## config.mk

```make
export PLATFORM = sky130hd
export DESIGN_NAME = burst_ctrl
export DESIGN_NICKNAME = d
export VERILOG_FILES = /design/src/rtl/bmc_pkg.sv /design/src/rtl/bmc_sync.sv /design/src/rtl/bmc_arcs.sv /design/src/rtl/bmc_engine.sv /design/src/rtl/burst_ctrl.sv
export SDC_FILE = /design/constraint.sdc
export NUM_CORES = 1
export LEC_CHECK = 0
export BUFFER_PORTS_ARGS = -buffer_cell sky130_fd_sc_hd__buf_4
export CAP_MARGIN = 20
export CORE_MARGIN = 2
export CORE_UTILIZATION = 30
export DETAILED_ROUTE_END_ITERATION = 12
export PLACE_DENSITY = 0.44
export SYNTH_ARGS = -nofsm -noshare
export SYNTH_HDL_FRONTEND = slang
export SYNTH_SLANG_ARGS = --single-unit
export TNS_END_PERCENT = 5
```

## constraint.sdc

```tcl
create_clock -name clk -period 6 [get_ports clk]
set_input_delay 0.9 -clock clk [delete_from_list [all_inputs] [get_ports clk]]
set_output_delay 0.9 -clock clk [all_outputs]
set_load 0.02 [all_outputs]
```

## src/rtl/bmc_pkg.sv

```systemverilog
// Package: shared sizes, state type and per-state entry values of the
// burst-mode controller. Inputs are packed {A,B,C}; outputs {Y,Z}.
package bmc_pkg;
    localparam int NUM_IN  = 3;
    localparam int NUM_OUT = 2;
    localparam int NUM_ST  = 6;
    localparam int ST_W    = $clog2(NUM_ST);

    typedef logic [ST_W-1:0]    st_t;
    typedef logic [NUM_IN-1:0]  in_t;
    typedef logic [NUM_OUT-1:0] out_t;

    // One permitted input burst leaving a state.
    typedef struct packed {
        logic en;
        in_t  mask;
        st_t  nxt;
    } arc_t;

    // Input vector every arc into a state delivers (unique entry point).
    function automatic in_t entry_in(st_t s);
        case (s)
            3'd0:    return 3'b000;
            3'd1:    return 3'b101;
            3'd2:    return 3'b100;
            3'd3:    return 3'b110;
            3'd4:    return 3'b101;
            3'd5:    return 3'b001;
            default: return 3'b000;
        endcase
    endfunction

    // Output vector held while in a state (set by the arc into it).
    function automatic out_t entry_out(st_t s);
        case (s)
            3'd0:    return 2'b01;
            3'd1:    return 2'b00;
            3'd2:    return 2'b01;
            3'd3:    return 2'b10;
            3'd4:    return 2'b11;
            3'd5:    return 2'b01;
            default: return 2'b01;
        endcase
    endfunction
endpackage

```

## src/rtl/bmc_sync.sv

```systemverilog
// Module: bmc_sync
// Multi-stage synchronizer for a vector of asynchronous inputs.
// Assumes each bit is independently synchronizable (bursts tolerate skew).
module bmc_sync #(
    parameter int WIDTH  = 3,
    parameter int STAGES = 2,
    parameter logic [WIDTH-1:0] RST_VAL = '0
) (
    input  logic             clk,
    input  logic             rst_n,
    input  logic [WIDTH-1:0] d,
    output logic [WIDTH-1:0] q
);
    logic [WIDTH-1:0] stage_q [STAGES];

    genvar g;
    generate
        for (g = 0; g < STAGES; g++) begin : g_stage
            // Purpose: one flop stage of the chain
            always_ff @(posedge clk) begin
                if (!rst_n) stage_q[g] <= RST_VAL;
                else if (g == 0) stage_q[g] <= d;
                else stage_q[g] <= stage_q[(g == 0) ? 0 : g-1];
            end
        end
    endgenerate

    assign q = stage_q[STAGES-1];
endmodule

```

## src/rtl/bmc_arcs.sv

```systemverilog
// Module: bmc_arcs
// Burst table: for the current state, the two possible outgoing bursts
// (mask of inputs that must toggle, next state). Assumes the maximal-set
// rule holds, so no mask of a state is a subset of another.
module bmc_arcs
    import bmc_pkg::*;
(
    input  st_t  state,
    output arc_t arc0,
    output arc_t arc1
);
    // Purpose: decode permitted bursts of the current state
    always_comb begin
        arc0 = '{en: 1'b1, mask: 3'b000, nxt: 3'd0};
        arc1 = '{en: 1'b0, mask: 3'b000, nxt: 3'd0};
        case (state)
            3'd0: begin
                arc0 = '{en: 1'b1, mask: 3'b101, nxt: 3'd1};
                arc1 = '{en: 1'b1, mask: 3'b110, nxt: 3'd3};
            end
            3'd1:    arc0 = '{en: 1'b1, mask: 3'b001, nxt: 3'd2};
            3'd2:    arc0 = '{en: 1'b1, mask: 3'b001, nxt: 3'd4};
            3'd3:    arc0 = '{en: 1'b1, mask: 3'b011, nxt: 3'd4};
            3'd4:    arc0 = '{en: 1'b1, mask: 3'b100, nxt: 3'd5};
            3'd5:    arc0 = '{en: 1'b1, mask: 3'b001, nxt: 3'd0};
            default: arc0 = '{en: 1'b0, mask: 3'b000, nxt: 3'd0};
        endcase
    end
endmodule

```

## src/rtl/bmc_engine.sv

```systemverilog
// Module: bmc_engine
// Compares synchronized inputs with the state's entry vector, detects burst
// completion, illegal or reverted edges, and updates state and outputs.
// Assumes the environment obeys the hold rule between bursts.
module bmc_engine
    import bmc_pkg::*;
(
    input  logic clk,
    input  logic rst_n,
    input  in_t  sin,
    input  arc_t arc0,
    input  arc_t arc1,
    output st_t  state,
    output out_t outs,
    output logic busy,
    output logic stable,
    output logic err
);
    in_t  diff;
    in_t  seen;
    logic hit0, hit1, fits0, fits1, bad_edge, reverted;

    // Purpose: classify the current input pattern against the bursts
    always_comb begin
        diff     = sin ^ entry_in(state);
        hit0     = arc0.en && (diff == arc0.mask);
        hit1     = arc1.en && (diff == arc1.mask);
        fits0    = arc0.en && ((diff & ~arc0.mask) == '0);
        fits1    = arc1.en && ((diff & ~arc1.mask) == '0);
        bad_edge = !fits0 && !fits1;
        reverted = (seen & ~diff) != '0;
    end

    // Purpose: state, output, edge history and sticky error registers
    always_ff @(posedge clk) begin
        if (!rst_n) begin
            state <= '0;
            outs  <= entry_out('0);
            seen  <= '0;
            err   <= 1'b0;
        end else if (!err) begin
            if (hit0) begin
                state <= arc0.nxt;
                outs  <= entry_out(arc0.nxt);
                seen  <= '0;
            end else if (hit1) begin
                state <= arc1.nxt;
                outs  <= entry_out(arc1.nxt);
                seen  <= '0;
            end else if (bad_edge || reverted) begin
                err <= 1'b1;
            end else begin
                seen <= diff;
            end
        end
    end

    assign busy   = !err && (diff != '0);
    assign stable = !err && (diff == '0);
endmodule

```

## src/rtl/burst_ctrl.sv

```systemverilog
// Module: burst_ctrl (top)
// Six-state burst-mode controller: synchronizes A/B/C, waits for a full
// input burst in any order, then drives Y/Z and moves state in one step.
// Assumes inputs are 000 while reset is applied.
module burst_ctrl
    import bmc_pkg::*;
#(
    parameter int SYNC_STAGES = 2
) (
    input  logic       clk,
    input  logic       rst_n,
    input  logic       in_a,
    input  logic       in_b,
    input  logic       in_c,
    output logic       out_y,
    output logic       out_z,
    output logic [2:0] cur_state,
    output logic       busy,
    output logic       stable,
    output logic       err
);
    in_t  sin;
    arc_t arc0, arc1;
    st_t  state;
    out_t outs;

    bmc_sync #(.WIDTH(NUM_IN), .STAGES(SYNC_STAGES), .RST_VAL(entry_in('0))) u_sync (
        .clk(clk), .rst_n(rst_n), .d({in_a, in_b, in_c}), .q(sin)
    );

    bmc_arcs u_arcs (.state(state), .arc0(arc0), .arc1(arc1));

    bmc_engine u_eng (
        .clk(clk), .rst_n(rst_n), .sin(sin), .arc0(arc0), .arc1(arc1),
        .state(state), .outs(outs), .busy(busy), .stable(stable), .err(err)
    );

    assign out_y     = outs[1];
    assign out_z     = outs[0];
    assign cur_state = state;
endmodule

```

==> reports/metrics.cfg, run 1 <==
[sta]
drv_slew=0
hold_violations=0
rsz0062_at_grt=false
post-route-period-util_pct=50.51
timing.fmax_mhz=330.0
fin_crit_ns=3.030
slew_headroom_pct=57.13
finalSetupTns_ns=0
skew_ns=0.01078
setup_viol=0
max_slew.worst_pin.slew_ns=0.6422

[pwr]
total_leakage_power_nw=0.4403
power_density_nw_per_um2=417.1
p_total_w=0.0004378
peakVddDrop_mv=0.1261

[flow_run]
max_cap_viol_count=0

[synthesis]
synthesis.nets=111
yosysSeqAreaShare_pct=32.30
postSynthAreaPerCell_um2=9.296
ys_types=34
synth.top_cell.area_share_pct=32.30
synth_area_leaders=dfxtp_1 (32%), ha_1 (8.1%), mux2i_1 (5.4%)
synth_seq_cells=15
syn_inst=100
synth-warning-count=0
synth.largest_area_cell=dfxtp_1
netlist_area_um2=929.6

[floorplanning]
die_height_um=59.67
row_count=20
design.die.area_um2=3560
ioPinCount=13
die_w_um=59.67
core_um2=3003
start_util_pct=30.96

[worst_hold_path]
whs_path_depth=1
min_from=u_sync.stage_q[0][1]
hold_end=u_sync.stage_q[1][1]
hp-class=reg2reg

[routing]
first_pass_iters=4
ant_nets=0
wl_per_cell_um=13.20
first_iter_violations=32
routed_wl_um=1887
drcViolationCount=0
vias=763
routed_via_density=5.336

[worst_setup_path]
cp_slowest_stage_delay_ns=0.67
cp.required_ns=5.10
rr_startpoint=u_eng.state[1]
critPathLaunch=u_eng.state[1]
endpoint_kind=output pin
crit_slowest_cell=dfxtp_1
rrSetupSlack_ns=3.29
crit_arrival_ns=2.13
crit_path_start_kind=flip-flop
path_cells=nand3b_1 > ha_1 > inv_1 > nor4_1 > buf_4
reg2regPathDepth=8
r2r-end=u_eng.seen[0]
critPathKind=reg2out
critPathMaxFanout=13

[final_layout]
nets=122
layout-drive-gt1-share_pct=21.82
antennaDiodeCount=0
fin_util_pct=34.96
final_cells=143
syn_to_final_growth_pct=12.92

[clock_tree]
post_cts_resized=0
clkTransAtPathRegs_ns=0.10
clk_latency_ns=0.29
post_cts.repair.setup_buffers=0
cts-root-buf=clkbuf_4
cts_sinks=15
cts_max_level=1
cts-hold-fix-buffers=0
numCtsBuffers=3
cts_tree=done
cts.path.max_buffers=2

[global_routing]
grt_pass1_vias=722
grt_max_degree=15
globalRouteOverflowTotal=0
grt_usage_pct=12.96
grt_pass1_wl_um=3429
grt_antenna_before_repair=0

[place]
dp_hpwl_um=1394
placedCellCount=139
port_buffers=12
place.gp.congestion=0.8081

[outcome]
status=finished, final reports clean

[where the power goes]
group	switching [W]	internal, W	leakage [nW]	total, W
combinational	0.000131	0.000103	0.300	0.000234
clock	0.0000329	0.0000248	0.0177	0.0000577
sequential	0.0000300	0.000116	0.123	0.000146
total	0.000194	0.000244	0.440	0.000438
[worst max-delay path, delay by kind of cell (launching register included)]
family / cells / cell delay [ns]
fa+ha+maj: 1 / 0.33
buf+inv: 2 / 0.30
simple gates: 2 / 0.54
flops: 1 / 0.67
[stage by stage]
step                      area, um2  hold slack (ns)  worst slack [ns]
final                          1050           0.4381             2.970
after global routing           1050           0.4538             2.812
after CTS                      1050           0.4434             3.001
after detailed placement       1022           0.4203             3.320
after global placement         1022           0.4199             3.279
after floorplan               929.6           0.4119             3.172
[flip-flops by register name, summed over array words and instances (netlist names)]
signal / count
u_sync.stage_q: 6
u_eng.state: 3
u_eng.outs: 2
u_eng.err: 1
u_eng.seen: 3
[cell usage in the layout, fill, tap and decap left out, types with 3 or more instances in the layout]
cell type,count
a21oi_1,7
and2_1,6
buf_4,12
clkbuf_4,3
dfxtp_1,15
ha_1,6
inv_1,5
mux2i_1,5
nand2_1,3
nand3_1,5
nor2_1,6
nor3_1,6
o211ai_1,3
o21ai_0,5
xnor2_1,4
[kinds of logic (layout without fill, tap and decap cells)]
kind of cell	count (synthesis)	after routing	synth area share [%]
buffers and inverters	11	21	6.191
AOI/OAI and AO/OA	22	22	18.30
xor gates and xnor gates	5	5	5.518
and+or+nand+nor	36	36	24.23
muxes	5	5	5.384
DFF	15	15	32.30
adders and majority gates	6	6	8.075
[worst max path at each step]
stage,to,slack [ns],cells past startpoint
after floorplan,stable,3.17,5
after global placement,stable,3.28,5
after detailed placement,u_eng.seen[0],3.32,8
after CTS,stable,3.00,5
after global routing,stable,2.81,5
final,stable,2.97,5
[synth_stat cells (all sizes together)]
master   number
ha            6
o211ai        3
xnor2         5
a31oi         1
dfxtp        15
nand2b        1
and3          1
nor4          3
mux2i         5
buf           4
o21ai         5
nand3         5
nand2         3
a21oi         8
nand4         1
nor4b         1
a32oi         1
clkbuf        2
inv           5
and2          6
a32o          1
nor2          6
or3b          1
nor3          6
a21boi        1
or3           1
o21bai        1
a2111oi       1
nand3b        1
[layout make-up]
type / instances / area [um2]
Clock inverter: 1 / 5.005
Tap cell: 33 / 41.29
Clock buffer: 3 / 22.52
Sequential cell: 15 / 300.3
Multi-Input combinational cell: 74 / 571.8
Timing Repair Buffer: 12 / 90.09
Inverter: 5 / 18.77
Fill cell: 311 / 1953
[layer usage]
| metal | part of all wire, % | GRT usage, % | routed length (um) |
|---|---|---|---|
| met2 | 45 | 18.79 | 848 |
| met3 | 4.7 | 2.165 | 88 |
| met4 | 2.3 | 7.302 | 44 |
| met1 | 48 | 18.06 | 906 |
| met5 | 0 | 0 | 0 |
No activity file was read; power rests on OpenSTA's default activity.
==> inputs of run 2 (changes only) <==
clock period = 2.9 ns   (was 6 ns; I/O delays follow)
==> reports/metrics.cfg, run 2 (synthesis results as in run 1) <==
[outcome]
status=finished, final reports clean

[final_layout]
multiInputGateArea_um2=571.8
final_cell_mix=dfxtp_1 (15), buf_4 (14), a21oi_1 (7)
reg.largest.list=u_sync.stage_q x6, u_eng.seen x3, u_eng.state x3
layout.area.seq_um2=300.3
nets=124
largest_reg_flops=6
layout-drive-gt1-share_pct=23.21
syn_to_final_growth_pct=14.80
antennaDiodeCount=0
n_fill_cell=325
largest-register=u_sync.stage_q
mostFrequentLayoutCell=dfxtp_1

[worst_setup_path]
critPathKind=reg2reg
cp.required_ns=3.13
crit_path_start_kind=flip-flop
endpoint_kind=flip-flop
critPathBufInv=1
crit_arrival_ns=2.88
crit_top_cell=ha_1
reg2regPathDepth=8
crit_slowest_cell=dfxtp_1
cp_num_cells=8
path_cells=nand3b_1 > ha_1 > inv_1 > ha_1 > a2111oi_4 > a21oi_2 > nor4b_4 > mux2i_1
critPathMaxFanout=13
cp_top_family=flip-flops
cp_slowest_stage_delay_ns=0.65

[sta]
finalSetupTns_ns=0
setup_viol=0
fin_crit_ns=2.644
timing.fmax_mhz=378.2
drv_slew=0
fin_hold_ws_ns=0.3365
max_slew.worst_pin.slew_ns=0.5055
hold_violations=0
skew_ns=0.002747
setup_ws_ns=0.2556
slew_headroom_pct=66.26
rsz0062_at_grt=false
post-route-period-util_pct=91.19

[routing]
wl_per_cell_um=13.52
ant_nets=0
vias=747
first_pass_iters=4
routed_via_density=5.152
drcViolationCount=0
routed_wl_um=1961
first_iter_violations=29

[place]
port_buffers=12
dp_hpwl_um=1480
preCtsSetupSlack_ns=0.3173
place.gp.congestion=0.8227

[clock_tree]
cts_max_level=1
cts_sinks=15
clkTransAtPathRegs_ns=0.11
cts-root-buf=clkbuf_4
cts-hold-fix-buffers=0
clk_latency_ns=0.30
numCtsBuffers=3
cts_tree=done
post_cts_resized=0
post_cts.repair.setup_buffers=0
cts.path.max_buffers=2

[pwr]
total_leakage_power_nw=0.4463
power_density_nw_per_um2=870.6
peakVddDrop_mv=0.2635

[global_routing]
grt_antenna_before_repair=0
grt_pass1_vias=707
globalRouteOverflowTotal=0
grt_max_degree=15
grt_pass1_wl_um=3263
grt_usage_pct=12.27

[floorplanning]
design.die.area_um2=3560
row_count=20
start_util_pct=30.96
ioPinCount=13
core_um2=3003
die_w_um=59.67
die_height_um=59.67

[worst_hold_path]
whs_path_depth=2
hp-class=in2reg

[flow_run]
max_cap_viol_count=0

run 2: worst paths after layout:
kind,start,slack (ns),endpoint
worst max register to register,u_eng.state[1],0.26,u_eng.seen[1]
worst min-delay path,in_a,0.34,u_sync.stage_q[0][2]
worst max-delay path,u_eng.state[1],0.26,u_eng.seen[1]
worst min register to register,u_sync.stage_q[0][1],0.44,u_sync.stage_q[1][1]
run 2: report_power, final:
part           leakage (nW)  switching (W)  internal, W
sequential            0.123      0.0000628     0.000240
combinational         0.309       0.000271     0.000222
clock                0.0139      0.0000807    0.0000525
total                 0.446       0.000415     0.000514
run 2: cell type report:
cell class / instances / share of cell area [%]
Tap cell: 33 / 3.869
Inverter: 5 / 1.759
Timing Repair Buffer: 14 / 9.848
Clock buffer: 3 / 2.110
Clock inverter: 1 / 0.7034
Multi-Input combinational cell: 74 / 53.58
Sequential cell: 15 / 28.14
run 2: metal layers:
| layer | wire, um | GRT usage, % | share of wire [%] | up-vias |
|---|---|---|---|---|
| met4 | 39 | 6.032 | 2.0 | 0 |
| met5 | 0 | 0 | 0 | - |
| met3 | 50 | 2.597 | 2.5 | 5 |
| met1 | 979 | 16.78 | 50 | 351 |
| met2 | 892 | 18.17 | 45 | 10 |
| li1 | - | - | - | 381 |
run 2: metrics by stage:
step                instance area [um2]  power [W]  std cells  util (%)
finish                             1067  0.0009291        145     35.54
global route                       1067  0.0009884        145     35.54
CTS                                1067  0.0009273        145     35.54
detailed placement                 1037  0.0007990        141     34.54
global placement                   1037  0.0008049        141     34.54
floorplan                         929.6  0.0006620        100         -
